## src/rtl/irq_router_pkg.sv

```systemverilog
package irq_router_pkg;
  localparam int ADDR_W     = 8;
  localparam int GRP_SRCS   = 4;
  localparam int MASK_W     = 2 * GRP_SRCS;
  localparam int BIT_TMR    = 0;
  localparam int BIT_MBX    = 4;
  localparam int BIT_UP     = 8;
  localparam int BIT_LT     = 11;
  localparam logic [ADDR_W-1:0] OFS_UPROUTE = 8'h0C;
  localparam logic [ADDR_W-1:0] OFS_LTROUTE = 8'h24;
  localparam logic [3:0] WIN_TMASK = 4'h4;
  localparam logic [3:0] WIN_MMASK = 4'h5;
  localparam logic [3:0] WIN_IRQST = 4'h6;
  localparam logic [3:0] WIN_FIQST = 4'h7;
endpackage

```

## src/rtl/irq_router_regs.sv

```systemverilog
module irq_router_regs
  import irq_router_pkg::*;
#(
  parameter int NCORE = 4,
  parameter int CW    = 2,
  parameter int DW    = 32
) (
  input  logic                          clk,
  input  logic                          rst,
  input  logic                          wr_en,
  input  logic                          rd_en,
  input  logic [DW/8-1:0]               byte_en,
  input  logic [ADDR_W-1:0]             addr,
  input  logic [DW-1:0]                 wdata,
  input  logic [NCORE-1:0][DW-1:0]      irq_word,
  input  logic [NCORE-1:0][DW-1:0]      fiq_word,
  output logic [DW-1:0]                 rdata,
  output logic [CW-1:0]                 up_irq_core,
  output logic [CW-1:0]                 up_fiq_core,
  output logic [CW:0]                   lt_route,
  output logic [NCORE-1:0][MASK_W-1:0]  tmask,
  output logic [NCORE-1:0][MASK_W-1:0]  mmask
);
  // Each per-core window spans 16 bytes, so at most four cores are decoded.
  logic       acc_ok;
  logic [1:0] idx;
  logic       idx_ok;
  logic [3:0] win;
  logic [DW-1:0] rd_val;

  assign acc_ok = (byte_en == '1) && (addr[1:0] == 2'b00);
  assign idx    = addr[3:2];
  assign idx_ok = int'(idx) < NCORE;
  assign win    = addr[7:4];

  wire unused_wbits = &{1'b0, wdata[DW-1:MASK_W]};

  always_ff @(posedge clk) begin
    if (rst) begin
      up_irq_core <= '0;
      up_fiq_core <= '0;
      lt_route    <= '0;
      tmask       <= '0;
      mmask       <= '0;
    end else if (wr_en && acc_ok) begin
      if (addr == OFS_UPROUTE) begin
        up_irq_core <= wdata[CW-1:0];
        up_fiq_core <= wdata[2*CW-1:CW];
      end else if (addr == OFS_LTROUTE) begin
        lt_route <= wdata[CW:0];
      end else if (win == WIN_TMASK && idx_ok) begin
        tmask[idx] <= wdata[MASK_W-1:0];
      end else if (win == WIN_MMASK && idx_ok) begin
        mmask[idx] <= wdata[MASK_W-1:0];
      end
    end
  end

  always_comb begin
    rd_val = '0;
    if (acc_ok) begin
      if (addr == OFS_UPROUTE)
        rd_val[2*CW-1:0] = {up_fiq_core, up_irq_core};
      else if (addr == OFS_LTROUTE)
        rd_val[CW:0] = lt_route;
      else if (idx_ok) begin
        case (win)
          WIN_TMASK: rd_val[MASK_W-1:0] = tmask[idx];
          WIN_MMASK: rd_val[MASK_W-1:0] = mmask[idx];
          WIN_IRQST: rd_val = irq_word[idx];
          WIN_FIQST: rd_val = fiq_word[idx];
          default:   rd_val = '0;
        endcase
      end
    end
  end

  always_ff @(posedge clk) begin
    if (rst) rdata <= '0;
    else     rdata <= rd_en ? rd_val : '0;
  end
endmodule

```

## src/rtl/irq_router_core_map.sv

```systemverilog
module irq_router_core_map
  import irq_router_pkg::*;
#(
  parameter int CORE_ID = 0,
  parameter int CW      = 2,
  parameter int DW      = 32
) (
  input  logic [GRP_SRCS-1:0] tmr,
  input  logic [GRP_SRCS-1:0] mbx,
  input  logic [MASK_W-1:0]   tmask,
  input  logic [MASK_W-1:0]   mmask,
  input  logic                up_irq,
  input  logic                up_fiq,
  input  logic [CW-1:0]       up_irq_core,
  input  logic [CW-1:0]       up_fiq_core,
  input  logic                lt_req,
  input  logic [CW:0]         lt_route,
  output logic [DW-1:0]       irq_word,
  output logic [DW-1:0]       fiq_word
);
  localparam logic [CW-1:0] ME = CW'(CORE_ID);

  always_comb begin
    irq_word = '0;
    fiq_word = '0;
    for (int n = 0; n < GRP_SRCS; n++) begin
      fiq_word[BIT_TMR+n] = tmr[n] & tmask[n+GRP_SRCS];
      irq_word[BIT_TMR+n] = tmr[n] & tmask[n] & ~tmask[n+GRP_SRCS];
      fiq_word[BIT_MBX+n] = mbx[n] & mmask[n+GRP_SRCS];
      irq_word[BIT_MBX+n] = mbx[n] & mmask[n] & ~mmask[n+GRP_SRCS];
    end
    irq_word[BIT_UP] = up_irq && (up_irq_core == ME);
    fiq_word[BIT_UP] = up_fiq && (up_fiq_core == ME);
    irq_word[BIT_LT] = lt_req && (lt_route[CW-1:0] == ME) && !lt_route[CW];
    fiq_word[BIT_LT] = lt_req && (lt_route[CW-1:0] == ME) &&  lt_route[CW];
  end
endmodule

```

## src/rtl/irq_router.sv

```systemverilog
module irq_router
  import irq_router_pkg::*;
#(
  parameter int NCORE = 4,
  parameter int DW    = 32
) (
  input  logic                      clk,
  input  logic                      rst,
  input  logic                      wr_en,
  input  logic                      rd_en,
  input  logic [DW/8-1:0]           byte_en,
  input  logic [ADDR_W-1:0]         addr,
  input  logic [DW-1:0]             wdata,
  output logic [DW-1:0]             rdata,
  input  logic [NCORE*GRP_SRCS-1:0] tmr_req,
  input  logic [NCORE*GRP_SRCS-1:0] mbx_nz,
  input  logic                      up_irq,
  input  logic                      up_fiq,
  input  logic                      lt_ien,
  input  logic                      lt_pend,
  output logic [NCORE-1:0]          irq_o,
  output logic [NCORE-1:0]          fiq_o
);
  localparam int CW = (NCORE > 1) ? $clog2(NCORE) : 1;

  logic [CW-1:0]                up_irq_core, up_fiq_core;
  logic [CW:0]                  lt_route;
  logic [NCORE-1:0][MASK_W-1:0] tmask, mmask;
  logic [NCORE-1:0][DW-1:0]     irq_word, fiq_word;
  logic                         lt_req;

  assign lt_req = lt_ien & lt_pend;

  irq_router_regs #(.NCORE(NCORE), .CW(CW), .DW(DW)) u_regs (
    .clk(clk), .rst(rst), .wr_en(wr_en), .rd_en(rd_en), .byte_en(byte_en),
    .addr(addr), .wdata(wdata), .irq_word(irq_word), .fiq_word(fiq_word),
    .rdata(rdata), .up_irq_core(up_irq_core), .up_fiq_core(up_fiq_core),
    .lt_route(lt_route), .tmask(tmask), .mmask(mmask)
  );

  for (genvar c = 0; c < NCORE; c++) begin : g_core
    irq_router_core_map #(.CORE_ID(c), .CW(CW), .DW(DW)) u_map (
      .tmr(tmr_req[c*GRP_SRCS +: GRP_SRCS]),
      .mbx(mbx_nz[c*GRP_SRCS +: GRP_SRCS]),
      .tmask(tmask[c]), .mmask(mmask[c]),
      .up_irq(up_irq), .up_fiq(up_fiq),
      .up_irq_core(up_irq_core), .up_fiq_core(up_fiq_core),
      .lt_req(lt_req), .lt_route(lt_route),
      .irq_word(irq_word[c]), .fiq_word(fiq_word[c])
    );

    always_ff @(posedge clk) begin
      if (rst) begin
        irq_o[c] <= 1'b0;
        fiq_o[c] <= 1'b0;
      end else begin
        irq_o[c] <= |irq_word[c];
        fiq_o[c] <= |fiq_word[c];
      end
    end
  end
endmodule

```

## config.mk

```make
export PLATFORM = sky130hd
export DESIGN_NAME = irq_router
export DESIGN_NICKNAME = d
export VERILOG_FILES = /design/src/rtl/irq_router_pkg.sv /design/src/rtl/irq_router_regs.sv /design/src/rtl/irq_router_core_map.sv /design/src/rtl/irq_router.sv
export SDC_FILE = /design/constraint.sdc
export NUM_CORES = 1
export LEC_CHECK = 0
export BUFFER_PORTS_ARGS = -buffer_cell sky130_fd_sc_hd__buf_2
export CORE_MARGIN = 1.5
export CORE_UTILIZATION = 30
export CTS_BUF_LIST = sky130_fd_sc_hd__clkbuf_8 sky130_fd_sc_hd__clkbuf_16
export DETAILED_ROUTE_END_ITERATION = 8
export HOLD_SLACK_MARGIN = 0.15
export PLACE_DENSITY = 0.59
export SLEW_MARGIN = 0
export SYNTH_ARGS = -nofsm -noshare
export SYNTH_HDL_FRONTEND = slang
export SYNTH_SLANG_ARGS = --single-unit
export TNS_END_PERCENT = 100
```

## constraint.sdc

```tcl
create_clock -name clk -period 4.22 [get_ports clk]
set_input_delay 0.844 -clock clk [delete_from_list [all_inputs] [get_ports clk]]
set_output_delay 0.844 -clock clk [all_outputs]
set_load 0.05 [all_outputs]
```

==> results of run 1 <==
worst register-to-register path, stage by stage (launching register included):
cell and delay (ns):
sky130_fd_sc_hd__dfxtp_1 0.37, sky130_fd_sc_hd__and3b_1 0.21, sky130_fd_sc_hd__a31oi_1 0.20, sky130_fd_sc_hd__o211ai_1 0.13, sky130_fd_sc_hd__a2111oi_0 0.61, sky130_fd_sc_hd__a41oi_1 0.27
path summary, 6_finish.rpt:
kind | cells past startpoint | slack [ns] | end
max | 6 | 1.35 | u_regs.rdata[1]
min | 2 | 0.52 | u_regs.tmask[9]
max reg2reg | 5 | 2.25 | irq_o[0]
min reg2reg | 2 | 0.52 | u_regs.tmask[9]
layout make-up:
type                       count  area, um^2  area share
antenna                        1        2.50    0.000423
inverter                       6        22.5     0.00381
clock buffer                  10         239      0.0404
tap                          220         275      0.0465
multi-input combinational    437        3130       0.530
clock inverter                 4        45.0     0.00761
sequential                    89        1780       0.301
timing repair buffer          81         415      0.0702
routing by layer:
| layer | vias to the layer above | global-route usage | part of all wire |
|---|---|---|---|
| met5 | - | 0 | 0 |
| met4 | 0 | 0.101 | 0.034 |
| met3 | 36 | 0.0338 | 0.068 |
| met2 | 224 | 0.294 | 0.44 |
| met1 | 2230 | 0.274 | 0.46 |
| li1 | 2152 | - | - |
Yosys cell counts (2+ instances only):
cell,n
sky130_fd_sc_hd__dfxtp_1,89
sky130_fd_sc_hd__nor2_1,83
sky130_fd_sc_hd__mux2i_1,79
sky130_fd_sc_hd__nand2_1,44
sky130_fd_sc_hd__buf_4,25
sky130_fd_sc_hd__clkbuf_1,25
sky130_fd_sc_hd__nand3b_1,23
sky130_fd_sc_hd__mux4_2,16
sky130_fd_sc_hd__nand3_1,16
sky130_fd_sc_hd__nand4_1,16
sky130_fd_sc_hd__a22oi_1,15
sky130_fd_sc_hd__buf_2,12
sky130_fd_sc_hd__a31oi_1,11
sky130_fd_sc_hd__a21oi_1,7
sky130_fd_sc_hd__a22o_1,7
sky130_fd_sc_hd__and3_1,7
sky130_fd_sc_hd__and3b_1,7
sky130_fd_sc_hd__o211ai_1,7
sky130_fd_sc_hd__nand2b_1,6
sky130_fd_sc_hd__nor2b_1,6
sky130_fd_sc_hd__a221oi_1,5
sky130_fd_sc_hd__inv_1,5
sky130_fd_sc_hd__xnor2_1,5
sky130_fd_sc_hd__a21o_1,4
sky130_fd_sc_hd__a41oi_1,4
sky130_fd_sc_hd__nand3_2,4
sky130_fd_sc_hd__nor3_1,4
sky130_fd_sc_hd__nor3b_1,4
sky130_fd_sc_hd__nor4_1,4
sky130_fd_sc_hd__and2_1,3
sky130_fd_sc_hd__nand4_2,3
sky130_fd_sc_hd__o22ai_1,3
sky130_fd_sc_hd__or4_1,3
sky130_fd_sc_hd__a2111oi_0,2
sky130_fd_sc_hd__a211oi_1,2
sky130_fd_sc_hd__or3b_2,2
sky130_fd_sc_hd__xor2_1,2
state kept, by name, indices dropped and copies added, names as in the netlist:
name and cells:
u_regs.mmask 32, u_regs.up_fiq_core 2, u_regs.up_irq_core 2, u_regs.rdata 10
irq_o 4, fiq_o 4, u_regs.tmask 32, u_regs.lt_route 3
through the flow:
stage               area [um^2]  hold slack, ns  instances  power [mW]   util
finish                     5920           0.521        848        1.84  0.353
detailed placement         5630           0.506        833        1.06  0.336
floorplan                  5280           0.470        594        1.00      -
CTS                        5910           0.521        847        1.84  0.353
global route               5920           0.550        848        1.89  0.353
global placement           5630           0.501        833        1.06  0.336
power breakdown:
part,leakage (nW),total (mW),switching [mW],internal (mW)
Sequential,0.717,0.841,0.000305,0.841
Clock,0.144,0.796,0.331,0.465
Combinational,1.79,0.198,0.150,0.0487
cells by family (layout without fill, tap and decap cells):
group                  Yosys count  after routing  share of synthesized area
XOR/XNOR                         7              7                     0.0118
other                            1             23                   0.000721
AO/OA/AOI/OAI                   71             71                      0.104
multiplexers                    95             95                      0.221
AND/OR/NAND/NOR                242            242                      0.250
flip-flops                      89             89                      0.343
buffers and inverters           68            101                     0.0700
cell usage in the layout (no fill, tap or decap), types with 5 or more instances in the layout:
| master | n |
|---|---|
| sky130_fd_sc_hd__o211ai_1 | 7 |
| sky130_fd_sc_hd__a31oi_1 | 11 |
| sky130_fd_sc_hd__nand4_1 | 16 |
| sky130_fd_sc_hd__nor2b_1 | 6 |
| sky130_fd_sc_hd__a21oi_1 | 7 |
| sky130_fd_sc_hd__a221oi_1 | 5 |
| sky130_fd_sc_hd__nor2_1 | 83 |
| sky130_fd_sc_hd__and3b_1 | 7 |
| sky130_fd_sc_hd__a22oi_1 | 15 |
| sky130_fd_sc_hd__nand2_1 | 44 |
| sky130_fd_sc_hd__a22o_1 | 7 |
| sky130_fd_sc_hd__nand3_1 | 16 |
| sky130_fd_sc_hd__buf_2 | 77 |
| sky130_fd_sc_hd__conb_1 | 22 |
| sky130_fd_sc_hd__nand3b_1 | 23 |
| sky130_fd_sc_hd__and3_1 | 7 |
| sky130_fd_sc_hd__xnor2_1 | 5 |
| sky130_fd_sc_hd__dfxtp_1 | 89 |
| sky130_fd_sc_hd__nand2b_1 | 6 |
| sky130_fd_sc_hd__clkbuf_16 | 9 |
| sky130_fd_sc_hd__mux2i_1 | 79 |
| sky130_fd_sc_hd__mux4_2 | 16 |
| sky130_fd_sc_hd__inv_1 | 5 |
==> out/metrics.cfg, run 1 <==
[grt]
grt_start_max_net_pins=78
grt_pass1_wl_um=26600
antenna_found_initial=1
grt_usage=0.198
first_global_vias=4372
globalRoute.totalOverflow=0

[logic_synthesis]
async_reset_ff_frac=0
synth-seq-area-share=0.343
synth_area_per_cell_um2=9.08
number_of_synthesis_warnings=0
synth_cells=573
synth_top_area_cell=sky130_fd_sc_hd__dfxtp_1
postSynthRegisterBits=89
mappedNetlistArea_mm2=0.00520
synth_edf_count=0
dominantRegCellSynth=sky130_fd_sc_hd__dfxtp_1
synth_largest_type_area_fraction=0.343
synthTopCellsByArea=sky130_fd_sc_hd__dfxtp_1 34%, sky130_fd_sc_hd__mux2i_1 15%, sky130_fd_sc_hd__mux4_2 6.9%
ys_types=50

[detailed_routing]
routed-via-count=4642
wirelength_um=17600
drtIter0Drc=525
drt_drc_violations_left=0
drt_pre_antenna_iters=5
routed_via_density=5.47
drt-wirelength-per-cell_um=20.7
final_antenna_net_count=0

[sta]
finalCriticalPeriod_ns=2.87
clock_tree_skew_after_final_layout_ns=0.0133
min_setup_slack_post_route_ns=1.35
rsz0062_at_grt=false
tightestPinTransition_ns=1.04
setup-tns-final_ns=0
finalCritPeriodShare=0.680
timing.final.setup_violations=0
hold_viol_final=0
final_max_slew_viol_count=0
max_freq_mhz=348
slew_headroom=0.306

[setup_path]
cpMaxStageDelayCell=sky130_fd_sc_hd__buf_2
cp-end-kind=flip-flop
critical_path.cell_chain=buf_2 -> nor2_1 -> a22oi_1 -> a31oi_1 -> a211oi_1 -> o22ai_1
worstPathMaxFanout=36
arrival_ns=3.10
critical_setup_path_kind=in2reg
cp.required_ns=4.45
timing.critical_path.from_type=input port
cp.buffers_inverters=1
crit_family=compound AO/OA/AOI/OAI gates
r2r_start=u_regs.tmask[5]
critical-path-max-stage-delay_ns=0.75
setup.worst_path.start=addr[2]

[floorplan]
fp.dieW_um=135
die_h_um=135
floorplan.initialDensity=0.310
floorplan.core_area_mm2=0.0168
die_area_mm2=0.0181
rows=47
ios=124

[clock_tree]
cts_tree=yes
clk_root_buffer_cell=sky130_fd_sc_hd__clkbuf_16
cts_resized=0
ctsLongestPathBuffers=2
cts_setup_buffers=0
clock_insertion_delay_worst_skew_ns=0.36
h-tree-depth=3
cts_hold_buf=0
cts_clock_pin_slew_for_the_worst_setup_and_hold_paths_ns=0.06
clock-sinks=89
cts-buffers-inserted=9

[place]
dp_hpwl_um=12900
place.gp.congestion=0.943
dp_slack_ns=1.03
placement.io_buffers=77

[final_layout]
areaGrowthSynthToFinish_pct=13.7
post_route_cells_drive_above_1_share=0.199
nFillCells=1742
finish.net_count=708

[pwr]
worst_supply_voltage_drop_on_vdd_v=0.000176
cellLeakagePower_nw=2.65
powerDensity_mw_per_mm2=310

[outcome]
outcome=finished clean

[hold_path]
worst_hold_startpoint=u_regs.tmask[9]
hp-class=reg2reg

[flow_run]
cap_viol_max_count=0

Power figures use the tool's default switching activity.
==> run 2, diff against run 1 <==
- clock period: 4.22 -> 2.78 ns (I/O delays scaled with it)
==> run 2 against run 1 <==
  * Routed wire length rose by 0.20%
  * Combinational power rose by 59%
  * Via count rose by 0.86%
  * Core utilization rose by 0.84 points
  * Final cell count rose by 1.2%
  * Global-route usage fell by 0.11 points
  * Worst setup slack got worse by 0.71 ns
  * Clock-buffer cell count fell by 1
  * First-iteration DRC count rose by 12%
  * Flip-flop and latch count did not move
  * Critical endpoint is now u_regs.rdata[0]
  * Largest cell class unchanged
  * Largest power group is now the clock network
==> out/metrics.cfg, run 2 (synthesis gave the netlist of run 1 again) <==
[outcome]
outcome=finished clean

[detailed_routing]
met1_length_um=7970
routed-via-count=4682
drt_drc_violations_left=0
wl_met2_um=7760
drt-wirelength-per-cell_um=20.5
routed.top_layer=met4
wirelength_um=17600
dr_wl_met3_um=1450
drt_pre_antenna_iters=5
routed_via_density=5.46
drtIter0Drc=587
final_antenna_net_count=0

[floorplan]
fp.dieW_um=135
ios=124
floorplan.core_area_mm2=0.0168
rows=47
die_h_um=135
floorplan.initialDensity=0.310
die_area_mm2=0.0181

[clock_tree]
cts_hold_buf=0
ctsLongestPathBuffers=2
cts_setup_buffers=0
cts-buffers-inserted=9
clk_root_buffer_cell=sky130_fd_sc_hd__clkbuf_16
cts_resized=0
clock_insertion_delay_worst_skew_ns=0.34
cts_tree=yes
clock-sinks=89
cts_clock_pin_slew_for_the_worst_setup_and_hold_paths_ns=0.06
h-tree-depth=3

[sta]
setup-tns-final_ns=0
finalCriticalPeriod_ns=2.15
hold_viol_final=0
rsz0062_at_grt=false
timing.final.setup_violations=0
tightestPinTransition_ns=0.602
finalCritPeriodShare=0.772
max_freq_mhz=466
clock_tree_skew_after_final_layout_ns=0.00367
final_max_slew_viol_count=0
slew_headroom=0.588

[setup_path]
worstPathMaxFanout=32
worstRegToRegCells=6
r2r_start=u_regs.tmask[5]
cp-end-kind=flip-flop
arrival_ns=2.35
critical_setup_path_kind=in2reg
cp.required_ns=2.98
setup.worst_path.start=addr[3]
timing.critical_path.from_type=input port

[hold_path]
cells_on_worst_hold_path=3
hp-class=in2reg
worst_hold_startpoint=lt_pend

[final_layout]
finish.net_count=718
areaGrowthSynthToFinish_pct=16.4
nFillCells=1723
layout_common_cells=89 x sky130_fd_sc_hd__dfxtp_1, 83 x sky130_fd_sc_hd__nor2_1, 79 x sky130_fd_sc_hd__mux2i_1
post_route_cells_drive_above_1_share=0.208
layout_commonest_cell=sky130_fd_sc_hd__dfxtp_1
antenna_cells_inserted=0
register_area_mm2=0.00178
multi_input_comb_area_mm2=0.00313
stdcell_area_mm2=0.00606
regs_by_ff_count=u_regs.mmask (32), u_regs.tmask (32), u_regs.rdata (10)

[grt]
globalRoute.totalOverflow=0
antenna_found_initial=0
grt_pass1_wl_um=26700
grt_start_max_net_pins=54
first_global_vias=4436
grt_usage=0.196

[flow_run]
cap_viol_max_count=0

[pwr]
powerDensity_mw_per_mm2=485
cellLeakagePower_nw=2.73
worst_supply_voltage_drop_on_vdd_v=0.000294

[place]
dp_hpwl_um=13400
postPlaceCellArea_mm2=0.00573
place.gp.congestion=0.927
placement.io_buffers=77

run 2: cell types whose count changed in the layout (fill, tap and decap cells not counted):
cell and delta:
sky130_fd_sc_hd__buf_4 +8, sky130_fd_sc_hd__inv_1 +3, sky130_fd_sc_hd__clkbuf_8 -1, sky130_fd_sc_hd__bufinv_16 +2, sky130_fd_sc_hd__clkinv_2 -3, sky130_fd_sc_hd__diode_2 -1, sky130_fd_sc_hd__buf_12 +2
run 2: worst max-delay path, stage by stage:
cell and delay [ns]:
sky130_fd_sc_hd__buf_2 0.17, sky130_fd_sc_hd__buf_12 0.20, sky130_fd_sc_hd__nor2_1 0.46, sky130_fd_sc_hd__buf_4 0.26
sky130_fd_sc_hd__a221oi_1 0.09, sky130_fd_sc_hd__a22o_1 0.21, sky130_fd_sc_hd__nor3_1 0.25, sky130_fd_sc_hd__o22ai_1 0.15
run 2: layout make-up:
| class | count | area share |
|---|---|---|
| clock buffer | 9 | 0.0372 |
| sequential | 89 | 0.294 |
| clock inverter | 6 | 0.0167 |
| timing repair buffer | 91 | 0.0851 |
| inverter | 6 | 0.00372 |
| tap | 220 | 0.0455 |
| multi-input combinational | 437 | 0.518 |
run 2: final timing paths:
kind	endpoint	slack, ns
setup reg to reg	irq_o[0]	0.92
setup / recovery	u_regs.rdata[0]	0.63
hold reg to reg	u_regs.tmask[9]	0.52
hold / removal	u_regs.rdata[11]	0.50
run 2: per-layer routing:
metal	up-vias	GRT usage
li1	2169	-
met1	2252	0.274
met2	232	0.307
met3	29	0.0364
met4	0	0.0633
met5	-	0
run 2: per-stage QoR:
step                setup WS (ns)  total power, mW   util  std cells  hold WS (ns)
global route                0.526             3.03  0.361        858         0.514
floorplan                   0.657             1.52      -        594         0.470
CTS                         0.682             2.96  0.361        858         0.486
finish                      0.634             2.94  0.361        858         0.496
global placement            0.328             1.62  0.342        843         0.499
detailed placement          0.319             1.62  0.342        843         0.504
run 2: power breakdown:
| part | internal (mW) | switching (mW) | total, mW |
|---|---|---|---|
| registers | 1.28 | 0.000458 | 1.28 |
| clock network | 0.863 | 0.484 | 1.35 |
| logic | 0.0858 | 0.229 | 0.315 |
| total | 2.23 | 0.713 | 2.94 |
==> run 3, diff against run 2 <==
- ABC_AREA: not set -> 1
- PLACE_DENSITY: 0.59 -> 0.6
- clock period: 2.78 -> 1.9 ns (I/O delays scaled with it)
==> run 3 against run 2 <==
  * Core utilization grew 0.62 points
  * Via count grew 30%
  * Worst setup slack lost 0.33 ns
  * Global-route usage grew 3.1 points
  * Power grew 46%
  * Critical endpoint is now u_regs.up_irq_core[1]
  * Largest cell class unchanged
==> out/metrics.cfg, run 3 <==
[sta]
slew_headroom=0.444
clock_tree_skew_after_final_layout_ns=0.0119
hold_viol_final=0
max_freq_mhz=626
timing.final.setup_violations=0
finalCriticalPeriod_ns=1.60
min_setup_slack_post_route_ns=0.303
tightestPinTransition_ns=0.834
final_max_slew_viol_count=0
finalCritPeriodShare=0.840
rsz0062_at_grt=false
setup-tns-final_ns=0

[logic_synthesis]
number_of_synthesis_warnings=0
synth_area_per_cell_um2=6.06
postSynthRegisterBits=89
synth_cells=890
synth-seq-area-share=0.330
ys_types=27
synth_largest_type_area_fraction=0.330
synthTopCellsByArea=sky130_fd_sc_hd__dfxtp_1 33%, sky130_fd_sc_hd__nand2_1 19%, sky130_fd_sc_hd__nor2_1 7.6%
async_reset_ff_frac=0
mappedNetlistArea_mm2=0.00540
synth_edf_count=0
dominantRegCellSynth=sky130_fd_sc_hd__dfxtp_1
synth_top_area_cell=sky130_fd_sc_hd__dfxtp_1
synthTopCellsByCount=278 x sky130_fd_sc_hd__nand2_1, 109 x sky130_fd_sc_hd__nor2_1, 89 x sky130_fd_sc_hd__dfxtp_1, 79 x sky130_fd_sc_hd__a21oi_1, 65 x sky130_fd_sc_hd__o21ai_0
most_frequent_cell_after_synthesis=sky130_fd_sc_hd__nand2_1

[setup_path]
setup.worst_path.start=addr[3]
timing.critical_path.from_type=input port
reg2reg_end=irq_o[0]
worstSetupEndpoint=u_regs.up_irq_core[1]
cpMaxStageDelayCell=sky130_fd_sc_hd__inv_2
critical_path.cell_chain=buf_2 -> nand2_1 -> inv_2 -> nand3_2 -> nor2_2 -> o21ai_0 -> a21oi_1
worstPathMaxFanout=20
r2r_start=u_regs.mmask[6]
arrival_ns=1.90
worst_case_register_to_register_setup_slack_ns=0.48
cp-end-kind=flip-flop
critical_setup_path_kind=in2reg
worstRegToRegCells=7
cp.required_ns=2.20
critical-path-max-stage-delay_ns=0.37

[place]
place.gp.congestion=0.988
place_inst=1180
dp_hpwl_um=15900
placement.io_buffers=77
dp_slack_ns=-0.0151

[final_layout]
layout_commonest_cell=sky130_fd_sc_hd__nand2_1
layout_common_cells=278 x sky130_fd_sc_hd__nand2_1, 109 x sky130_fd_sc_hd__nor2_1, 89 x sky130_fd_sc_hd__dfxtp_1
final_cell_count_no_fill=1196
finish.net_count=1050
finish.utilization=0.368
nFillCells=1957
regs_by_ff_count=u_regs.mmask (32), u_regs.tmask (32), u_regs.rdata (10)
post_route_cells_drive_above_1_share=0.152
antenna_cells_inserted=0
areaGrowthSynthToFinish_pct=18.6

[grt]
globalRoute.totalOverflow=0
grt_usage=0.227
first_global_vias=5579
antenna_found_initial=0
grt_pass1_wl_um=31200
grt_start_max_net_pins=73

[clock_tree]
cts_clock_pin_slew_for_the_worst_setup_and_hold_paths_ns=0.07
ctsLongestPathBuffers=2
cts_resized=0
cts_tree=yes
h-tree-depth=3
cts_setup_buffers=0
clock_insertion_delay_worst_skew_ns=0.37
clk_root_buffer_cell=sky130_fd_sc_hd__clkbuf_16
cts_hold_buf=0
cts-buffers-inserted=9
clock-sinks=89

[pwr]
worst_supply_voltage_drop_on_vdd_v=0.000422
powerDensity_mw_per_mm2=671
cellLeakagePower_nw=2.67
finalPower_mw=4.30

[hold_path]
worst_hold_startpoint=addr[5]
hp-class=in2reg

[detailed_routing]
drt_drc_violations_left=0
routed_via_density=5.10
drt-wirelength-per-cell_um=17.4
drt_pre_antenna_iters=5
final_antenna_net_count=0
drtIter0Drc=552
routed-via-count=6105
wirelength_um=20800

[floorplan]
fp.dieW_um=137
floorplan.initialDensity=0.310
ios=124
die_h_um=137
floorplan.core_area_mm2=0.0174
die_area_mm2=0.0188
rows=48

[flow_run]
cap_viol_max_count=0

[outcome]
outcome=finished clean

==> run 3: cell type report <==
class	count	area [um^2]	share of cell area
inverter	61	229	0.0358
clock buffer	9	225	0.0352
timing repair buffer	109	688	0.108
tap	225	282	0.0440
multi-input combinational	696	3110	0.486
clock inverter	7	85.1	0.0133
sequential	89	1780	0.278
==> run 3: per-layer routing <==
| metal | vias up | global-route usage | part of all wire |
|---|---|---|---|
| li1 | 3008 | - | - |
| met1 | 2770 | 0.301 | 0.44 |
| met2 | 266 | 0.354 | 0.45 |
| met3 | 61 | 0.0411 | 0.073 |
| met4 | 0 | 0.110 | 0.041 |
| met5 | - | 0 | 0 |
==> run 3: kinds of logic (layout without fill, tap and decap cells) <==
| family | count (synthesis) | count (layout) | share of synthesized area |
|---|---|---|---|
| compound gates | 176 | 176 | 0.167 |
| buf+inv | 126 | 186 | 0.108 |
| flops | 89 | 89 | 0.330 |
| other cells | 1 | 22 | 0.000695 |
| simple gates | 498 | 498 | 0.395 |
==> run 3: worst min path at each step <==
| stage | endpoint | cells after the start |
|---|---|---|
| 2_1_floorplan | u_regs.tmask[27] | 2 |
| 3_3_place_gp | u_regs.mmask[7] | 2 |
| 3_5_place_dp | u_regs.mmask[7] | 2 |
| 4_1_cts | u_regs.rdata[11] | 3 |
| 5_1_grt | u_regs.rdata[11] | 3 |
| 6_report | u_regs.rdata[11] | 3 |
==> run 3: worst max-delay path: cells and delay by family <==
family	cells	cell delay (ns)
AOI/OAI and AO/OA	2	0.24
buffers and inverters	2	0.59
and+or+nand+nor	3	0.68
==> run 3: stage by stage <==
| stage | hold WS, ns | cell area, um^2 |
|---|---|---|
| finish | 0.326 | 6400 |
| global route | 0.365 | 6400 |
| CTS | 0.321 | 6400 |
| detailed placement | 0.480 | 6090 |
| global placement | 0.474 | 6090 |
| floorplan | 0.462 | 5470 |
==> run 3: where the power goes <==
group	switching, mW	leakage, nW	internal [mW]
Clock	0.777	0.159	1.14
Sequential	0.000700	0.717	1.87
Combinational	0.387	1.79	0.125
